### config.mk
export PLATFORM = sky130hd
export DESIGN_NAME = panel_spi9_engine
export DESIGN_NICKNAME = d
export VERILOG_FILES = /design/src/rtl/p9_pkg.sv /design/src/rtl/p9_halfgen.sv /design/src/rtl/p9_prm_fifo.sv /design/src/rtl/p9_seq.sv /design/src/rtl/panel_spi9_engine.sv
export SDC_FILE = /design/constraint.sdc
export NUM_CORES = 1
export LEC_CHECK = 0
export BUFFER_PORTS_ARGS = -buffer_cell sky130_fd_sc_hd__buf_2
export CORE_ASPECT_RATIO = 1.2
export CORE_MARGIN = 5
export CORE_UTILIZATION = 60
export DETAILED_ROUTE_END_ITERATION = 12
export GPL_TIMING_DRIVEN = 0
export PLACE_DENSITY = 0.81
export SLEW_MARGIN = 20
export SYNTH_ARGS = -nofsm -noshare
export SYNTH_HDL_FRONTEND = slang
export SYNTH_SLANG_ARGS = --single-unit
export TNS_END_PERCENT = 100
### constraint.sdc
create_clock -name clk -period 3.01 [get_ports clk]
set_clock_uncertainty 0.05 [all_clocks]
set_input_delay 0.301 -clock clk [delete_from_list [all_inputs] [get_ports clk]]
set_output_delay 0.301 -clock clk [all_outputs]
set_load 0.01 [all_outputs]
### src/rtl/p9_pkg.sv
package p9_pkg;
  localparam int BYTE_BITS = 8;

  typedef enum logic [1:0] {
    ST_IDLE,
    ST_LOW,
    ST_HIGH,
    ST_TAIL
  } p9_state_t;

  typedef enum logic [1:0] {
    PH_CMD,
    PH_PRM,
    PH_DUM,
    PH_RD
  } p9_phase_t;
endpackage

### src/rtl/p9_halfgen.sv
module p9_halfgen #(
  parameter int HALF_DIV = 2
) (
  input  logic clk,
  input  logic rst,
  input  logic en,
  output logic tick
);
  localparam int CW = (HALF_DIV > 1) ? $clog2(HALF_DIV) : 1;

  generate
    if (HALF_DIV == 1) begin : g_direct
      assign tick = en;
    end else begin : g_count
      logic [CW-1:0] cnt;
      assign tick = en && (cnt == CW'(HALF_DIV - 1));
      always_ff @(posedge clk) begin
        if (rst || !en || tick) cnt <= '0;
        else                    cnt <= cnt + 1'b1;
      end
    end
  endgenerate
endmodule

### src/rtl/p9_prm_fifo.sv
module p9_prm_fifo #(
  parameter int DEPTH = 8,
  parameter int DW    = 8
) (
  input  logic          clk,
  input  logic          rst,
  input  logic          push,
  input  logic [DW-1:0] din,
  input  logic          pop,
  output logic [DW-1:0] dout,
  output logic          empty,
  output logic          full
);
  localparam int PAW = (DEPTH > 1) ? $clog2(DEPTH) : 1;
  localparam int CNW = $clog2(DEPTH + 1);

  logic [DW-1:0]  mem [DEPTH];
  logic [PAW-1:0] wr_ptr, rd_ptr;
  logic [CNW-1:0] count;
  logic           do_push, do_pop;

  assign empty   = (count == '0);
  assign full    = (count == CNW'(DEPTH));
  assign do_push = push && !full;
  assign do_pop  = pop && !empty;
  assign dout    = mem[rd_ptr];

  always_ff @(posedge clk) begin
    if (do_push) mem[wr_ptr] <= din;
  end

  always_ff @(posedge clk) begin
    if (rst) begin
      wr_ptr <= '0;
      rd_ptr <= '0;
      count  <= '0;
    end else begin
      if (do_push) wr_ptr <= (wr_ptr == PAW'(DEPTH - 1)) ? '0 : wr_ptr + 1'b1;
      if (do_pop)  rd_ptr <= (rd_ptr == PAW'(DEPTH - 1)) ? '0 : rd_ptr + 1'b1;
      case ({do_push, do_pop})
        2'b10:   count <= count + 1'b1;
        2'b01:   count <= count - 1'b1;
        default: count <= count;
      endcase
    end
  end
endmodule

### src/rtl/p9_seq.sv
module p9_seq
  import p9_pkg::*;
#(
  parameter int RD_LEN_W = 3
) (
  input  logic                clk,
  input  logic                rst,
  input  logic                start,
  input  logic [7:0]          cmd_byte,
  input  logic [RD_LEN_W-1:0] rd_len,
  input  logic                tick,
  input  logic                fifo_empty,
  input  logic [7:0]          fifo_data,
  output logic                fifo_pop,
  input  logic                miso,
  output logic                sclk,
  output logic                cs_n,
  output logic                mosi,
  output logic                busy,
  output logic                done,
  output logic                rx_valid,
  output logic [7:0]          rx_byte
);
  p9_state_t           state;
  p9_phase_t           ph;
  logic [7:0]          tx_sr, rx_sr;
  logic [3:0]          bits_left;
  logic [RD_LEN_W-1:0] rd_left;
  logic                dummy_pend;
  logic                wr_phase, word_end;

  assign wr_phase = (ph == PH_CMD) || (ph == PH_PRM);
  assign word_end = (state == ST_HIGH) && tick && (bits_left == 4'd0);
  assign fifo_pop = word_end && wr_phase && !fifo_empty;
  assign busy     = (state != ST_IDLE);

  always_ff @(posedge clk) begin
    if (rst) begin
      state      <= ST_IDLE;
      ph         <= PH_CMD;
      sclk       <= 1'b0;
      cs_n       <= 1'b1;
      mosi       <= 1'b0;
      tx_sr      <= '0;
      rx_sr      <= '0;
      bits_left  <= '0;
      rd_left    <= '0;
      dummy_pend <= 1'b0;
      done       <= 1'b0;
      rx_valid   <= 1'b0;
      rx_byte    <= '0;
    end else begin
      done     <= 1'b0;
      rx_valid <= 1'b0;
      case (state)
        ST_IDLE: begin
          if (start) begin
            cs_n       <= 1'b0;
            mosi       <= 1'b0;
            tx_sr      <= cmd_byte;
            bits_left  <= 4'(BYTE_BITS);
            ph         <= PH_CMD;
            rd_left    <= rd_len;
            dummy_pend <= (rd_len > RD_LEN_W'(1));
            state      <= ST_LOW;
          end
        end
        ST_LOW: begin
          if (tick) begin
            sclk <= 1'b1;
            if (ph == PH_RD) rx_sr <= {rx_sr[6:0], miso};
            state <= ST_HIGH;
          end
        end
        ST_HIGH: begin
          if (tick) begin
            sclk <= 1'b0;
            if (bits_left != 4'd0) begin
              bits_left <= bits_left - 1'b1;
              mosi      <= wr_phase ? tx_sr[7] : 1'b0;
              tx_sr     <= {tx_sr[6:0], 1'b0};
              state     <= ST_LOW;
            end else begin
              if (ph == PH_RD) begin
                rx_valid <= 1'b1;
                rx_byte  <= rx_sr;
              end
              if (wr_phase && !fifo_empty) begin
                mosi      <= 1'b1;
                tx_sr     <= fifo_data;
                bits_left <= 4'(BYTE_BITS);
                ph        <= PH_PRM;
                state     <= ST_LOW;
              end else if (rd_left != '0) begin
                mosi  <= 1'b0;
                state <= ST_LOW;
                if (dummy_pend) begin
                  ph         <= PH_DUM;
                  bits_left  <= 4'd0;
                  dummy_pend <= 1'b0;
                end else begin
                  ph        <= PH_RD;
                  bits_left <= 4'(BYTE_BITS - 1);
                  rd_left   <= rd_left - 1'b1;
                end
              end else begin
                mosi  <= 1'b0;
                state <= ST_TAIL;
              end
            end
          end
        end
        ST_TAIL: begin
          if (tick) begin
            cs_n  <= 1'b1;
            done  <= 1'b1;
            state <= ST_IDLE;
          end
        end
        default: state <= ST_IDLE;
      endcase
    end
  end
endmodule

### src/rtl/panel_spi9_engine.sv
module panel_spi9_engine #(
  parameter int HALF_DIV  = 2,
  parameter int PRM_DEPTH = 8,
  parameter int RD_LEN_W  = 3
) (
  input  logic                clk,
  input  logic                rst,
  input  logic                start,
  input  logic [7:0]          cmd_byte,
  input  logic [RD_LEN_W-1:0] rd_len,
  input  logic                prm_push,
  input  logic [7:0]          prm_byte,
  output logic                prm_full,
  output logic                busy,
  output logic                done,
  output logic                rx_valid,
  output logic [7:0]          rx_byte,
  output logic                sclk,
  output logic                cs_n,
  output logic                mosi,
  input  logic                miso
);
  logic       tick, fifo_empty, fifo_pop;
  logic [7:0] fifo_data;

  p9_halfgen #(.HALF_DIV(HALF_DIV)) u_halfgen (
    .clk (clk),
    .rst (rst),
    .en  (busy),
    .tick(tick)
  );

  p9_prm_fifo #(.DEPTH(PRM_DEPTH), .DW(8)) u_fifo (
    .clk  (clk),
    .rst  (rst),
    .push (prm_push),
    .din  (prm_byte),
    .pop  (fifo_pop),
    .dout (fifo_data),
    .empty(fifo_empty),
    .full (prm_full)
  );

  p9_seq #(.RD_LEN_W(RD_LEN_W)) u_seq (
    .clk       (clk),
    .rst       (rst),
    .start     (start),
    .cmd_byte  (cmd_byte),
    .rd_len    (rd_len),
    .tick      (tick),
    .fifo_empty(fifo_empty),
    .fifo_data (fifo_data),
    .fifo_pop  (fifo_pop),
    .miso      (miso),
    .sclk      (sclk),
    .cs_n      (cs_n),
    .mosi      (mosi),
    .busy      (busy),
    .done      (done),
    .rx_valid  (rx_valid),
    .rx_byte   (rx_byte)
  );
endmodule

==> results.md <==
- Status: completed
- Slew HR: 36.18%
- Slowest stage delay, CP: 0.32 ns
- Slowest CP cell: dfxtp_1
- Vias in the first global route: 3727
- Grt total ovfl: 0
- Most frequent cells in the layout: edfxtp_1 (64), dfxtp_1 (55), buf_2 (46)
- Pre-CTS setup slack: -0.05452 ns
- Total power: approximately 3.9 mW
- Leakage: 2.298 nW
- Number of diodes: 0
- Clk sink count: 119
- Synthesis-stage register bit count: roughly 120
- CTS tree: yes
- Final hold vios: 0
- First-pass GRT wire length: 18470 um
- RSZ-0062 raised after global routing: false
- Leading cell type in the layout, fill and taps excluded: edfxtp_1
- Final worst path period share: 92.05%
- WL final: ~11000 um
- Layout cell share with drive strength beyond 1: a little under a quarter
- Final design utilization: 72.53%
- Clock transition at path regs: 0.06 ns
- Setup bufs post-CTS: 0
- Row count: 37
- Hold slack final: 0.02604 ns
- Max-slew violation count: 0
- GPL Wtd Cong: 0.8650
- F_max: 360.9 MHz
- Reg2reg path depth: 12
- Nets@finish: 516
- Via density: 6.026
- EDFF count, synth: 64
- Final ANT Viol Nets: 0
- Io pins: 39
- Root buf cell: clkbuf_8
- Critical Path Sink Type: register
- H-tree levels: 4
- Drt first-iter violations: roughly 260
- Cts bufs inserted: 17
- Synthesis warning total: 0
- Clock Tree Buf Depth: 2
- Reg-to-reg critical path endpoint: u_fifo.count[2]$_SDFFE_PP0P_
- Core area: 8518 sq um
- Initial Util: 60.77%
- Critical path fanouts, max: 6
- PwrDens: 629.6 nW/um^2
- Fin crit period: 2.771 ns
- Max cap viols: 0
- Post-synthesis cell count: 416
- Critical path arrival: 3.17 ns
- FF-to-FF setup slack: 0.24 ns
- Die Y-Extent: 111.7 um
- Worst r2r src: u_seq.bits_left[0]$_SDFFE_PP0P_
- Buffers on Ports: 38
- Final setup fails: 0
- Final WS setup: 0.2394 ns
- Hold Crit Class: primary input to register
- WL/cell: 18.59 um
- Worst setup path start: u_seq.bits_left[0]$_SDFFE_PP0P_
- Post-DP HPWL: 7511 um
- Routed via count: 3688
- Worst Setup EP: u_fifo.count[2]$_SDFFE_PP0P_
- Mapped Nets: 450
- Sequential cell area fraction in the yosys report: 58.40%
- Largest net degree at the start of global routing: 17
- Fillers: 606
- First-pass iteration count of the detailed router: 5
- Residual DRC count: 0
- Max VDD drop: 0.5786 mV
- Main synth FF type: edfxtp_1
- CP Buf/Inv Count: 1
- Post-synthesis async set-or-reset flop share: 0%
- Die area: 10590 sq um
- Antenna violations before repair: 0
- Setup crit start kind: register
- Synth cell types: 58
- Worst EP required: 3.41 ns
- Worst skew pair latency: 0.51 ns
- Worst path depth: 12
- Synth-to-Final Area Change: 19.36%
- Fin area: 6178 sq um
- CP Class: register to register
- Mean Syn Cell Area: 12.44 sq um
- CP cell instances: inv_1 -> ha_1 -> nor3b_4 -> nand3_1 -> nor2_4 -> ha_2 -> xor2_1 -> ha_1 -> a21oi_1 -> xor2_1 -> or3_1 -> a21oi_1
- Placed Area: ~5500 sq um
- Post-Syn Area: between 5000 and 6000 sq um
- Worst Tran Pin Value: 0.9538 ns
- Family with the most delay on the worst path: simple AND/OR/NAND/NOR gates
- Chip width: 94.79 um
- Gr usage total: 23.05%
==> how the worst min path moves through the flow <==
stage	from	to	slack [ns]	depth (start not counted)
6_report	prm_byte[1]	u_fifo.mem[5][1]$_DFFE_PP_	0.03	1
5_1_grt	prm_byte[1]	u_fifo.mem[4][1]$_DFFE_PP_	0.02	1
4_1_cts	prm_byte[1]	u_fifo.mem[5][1]$_DFFE_PP_	0.001	1
3_5_place_dp	u_seq.rd_left[1]$_SDFFE_PP0P_	u_seq.rd_left[1]$_SDFFE_PP0P_	0.41	2
3_3_place_gp	u_seq.rd_left[1]$_SDFFE_PP0P_	u_seq.rd_left[1]$_SDFFE_PP0P_	0.40	2
2_1_floorplan	prm_byte[0]	u_fifo.mem[0][0]$_DFFE_PP_	0.35	0
==> Yosys cell counts, types with 2 or more instances <==
cell type   n  area share (%)
o2bb2ai_1   4            0.68
or3b_2      2            0.34
nor3b_1     2            0.29
o211a_1     5            0.97
o21ai_0    11             1.1
mux2_2      3            0.65
nor2_1     37             2.7
a221oi_1    2            0.34
o31ai_1     5            0.73
clkbuf_1   13            0.94
or2_2       2            0.24
a21oi_1    30             2.9
nand4b_1    2            0.34
and2_1      3            0.36
nand3b_1    5            0.73
a311oi_1    5            0.85
nand2_1    12            0.87
a211oi_1   10             1.5
xor2_1      3            0.51
mux4_2     12             5.2
ha_1       10             2.4
dfxtp_1    55              21
nand4_1     5            0.60
o21a_1      2            0.29
mux2i_1    27             5.2
buf_2       7            0.68
nor2b_1     5            0.60
nand3_1     9            0.87
a22oi_1     5            0.73
nor3_1      7            0.68
o211ai_1    2            0.29
a31o_2      3            0.51
edfxtp_1   64              37
inv_1       7            0.51
buf_1       3            0.22
or3_1       3            0.36
nand2b_1   12             1.5
buf_4       2            0.29
==> final cells by class <==
class | count | area [sq um] | area share, %
Timing Repair Buffer | 47 | 275.3 | 4.455
Sequential cell | 119 | 3023 | 48.93
Tap cell | 117 | 146.4 | 2.369
Clock buffer | 17 | 414.1 | 6.703
Inverter | 7 | 26.28 | 0.4253
Multi-Input combinational cell | 265 | 2064 | 33.41
Clock inverter | 15 | 118.9 | 1.924
Buffer | 25 | 110.1 | 1.782
==> metrics by stage <==
step | std cells | TNS [ns]
2_1_floorplan | 416 | 0
6_report | 612 | 0
5_1_grt | 612 | 0
3_3_place_gp | 571 | 0
4_1_cts | 612 | 0
3_5_place_dp | 572 | -0.05452
==> power by group <==
group	total, mW	internal (mW)	switching [mW]
clock	1.81	1.03	0.783
sequential	1.79	1.76	0.0317
combinational	0.289	0.111	0.178
==> sequential cells by signal (all words and copies together) (netlist names), 2 cells and up, named ones only <==
name,cells
u_seq.state,2
u_fifo.mem,64
u_fifo.rd_ptr,3
u_seq.rx_byte,8
u_seq.bits_left,4
u_fifo.count,4
u_seq.rx_sr,8
u_fifo.wr_ptr,3
u_seq.tx_sr,8
u_seq.ph,2
u_seq.rd_left,3
==> metal layers <==
layer | GRT usage [%] | vias up | wire, um
met2 | 37.91 | 151 | 5798
met4 | 8.855 | 0 | 248
li1 | - | 1736 | -
met1 | 28.55 | 1777 | 4533
met5 | 0 | - | 0
met3 | 6.622 | 24 | 797
==> repair_timing <==
item,in CTS,in global routing
setup endpoints to repair,1,1
hold buffers,8,0
pin swaps,0,0
hold endpoints to repair,57,0
resized for setup,1,4
==> cells by family (layout without fill, tap and decap cells) <==
| kind of cell | Yosys count | in the layout | synth area share [%] |
|---|---|---|---|
| AOI/OAI and AO/OA | 97 | 97 | 13.27 |
| xor gates and xnor gates | 3 | 3 | 0.5077 |
| adders and majority gates | 10 | 10 | 2.417 |
| buffers and inverters | 32 | 111 | 2.635 |
| DFF | 119 | 119 | 58.40 |
| muxes | 42 | 42 | 11.09 |
| and+or+nand+nor | 113 | 113 | 11.68 |
No activity file was read; power rests on OpenSTA's default activity.
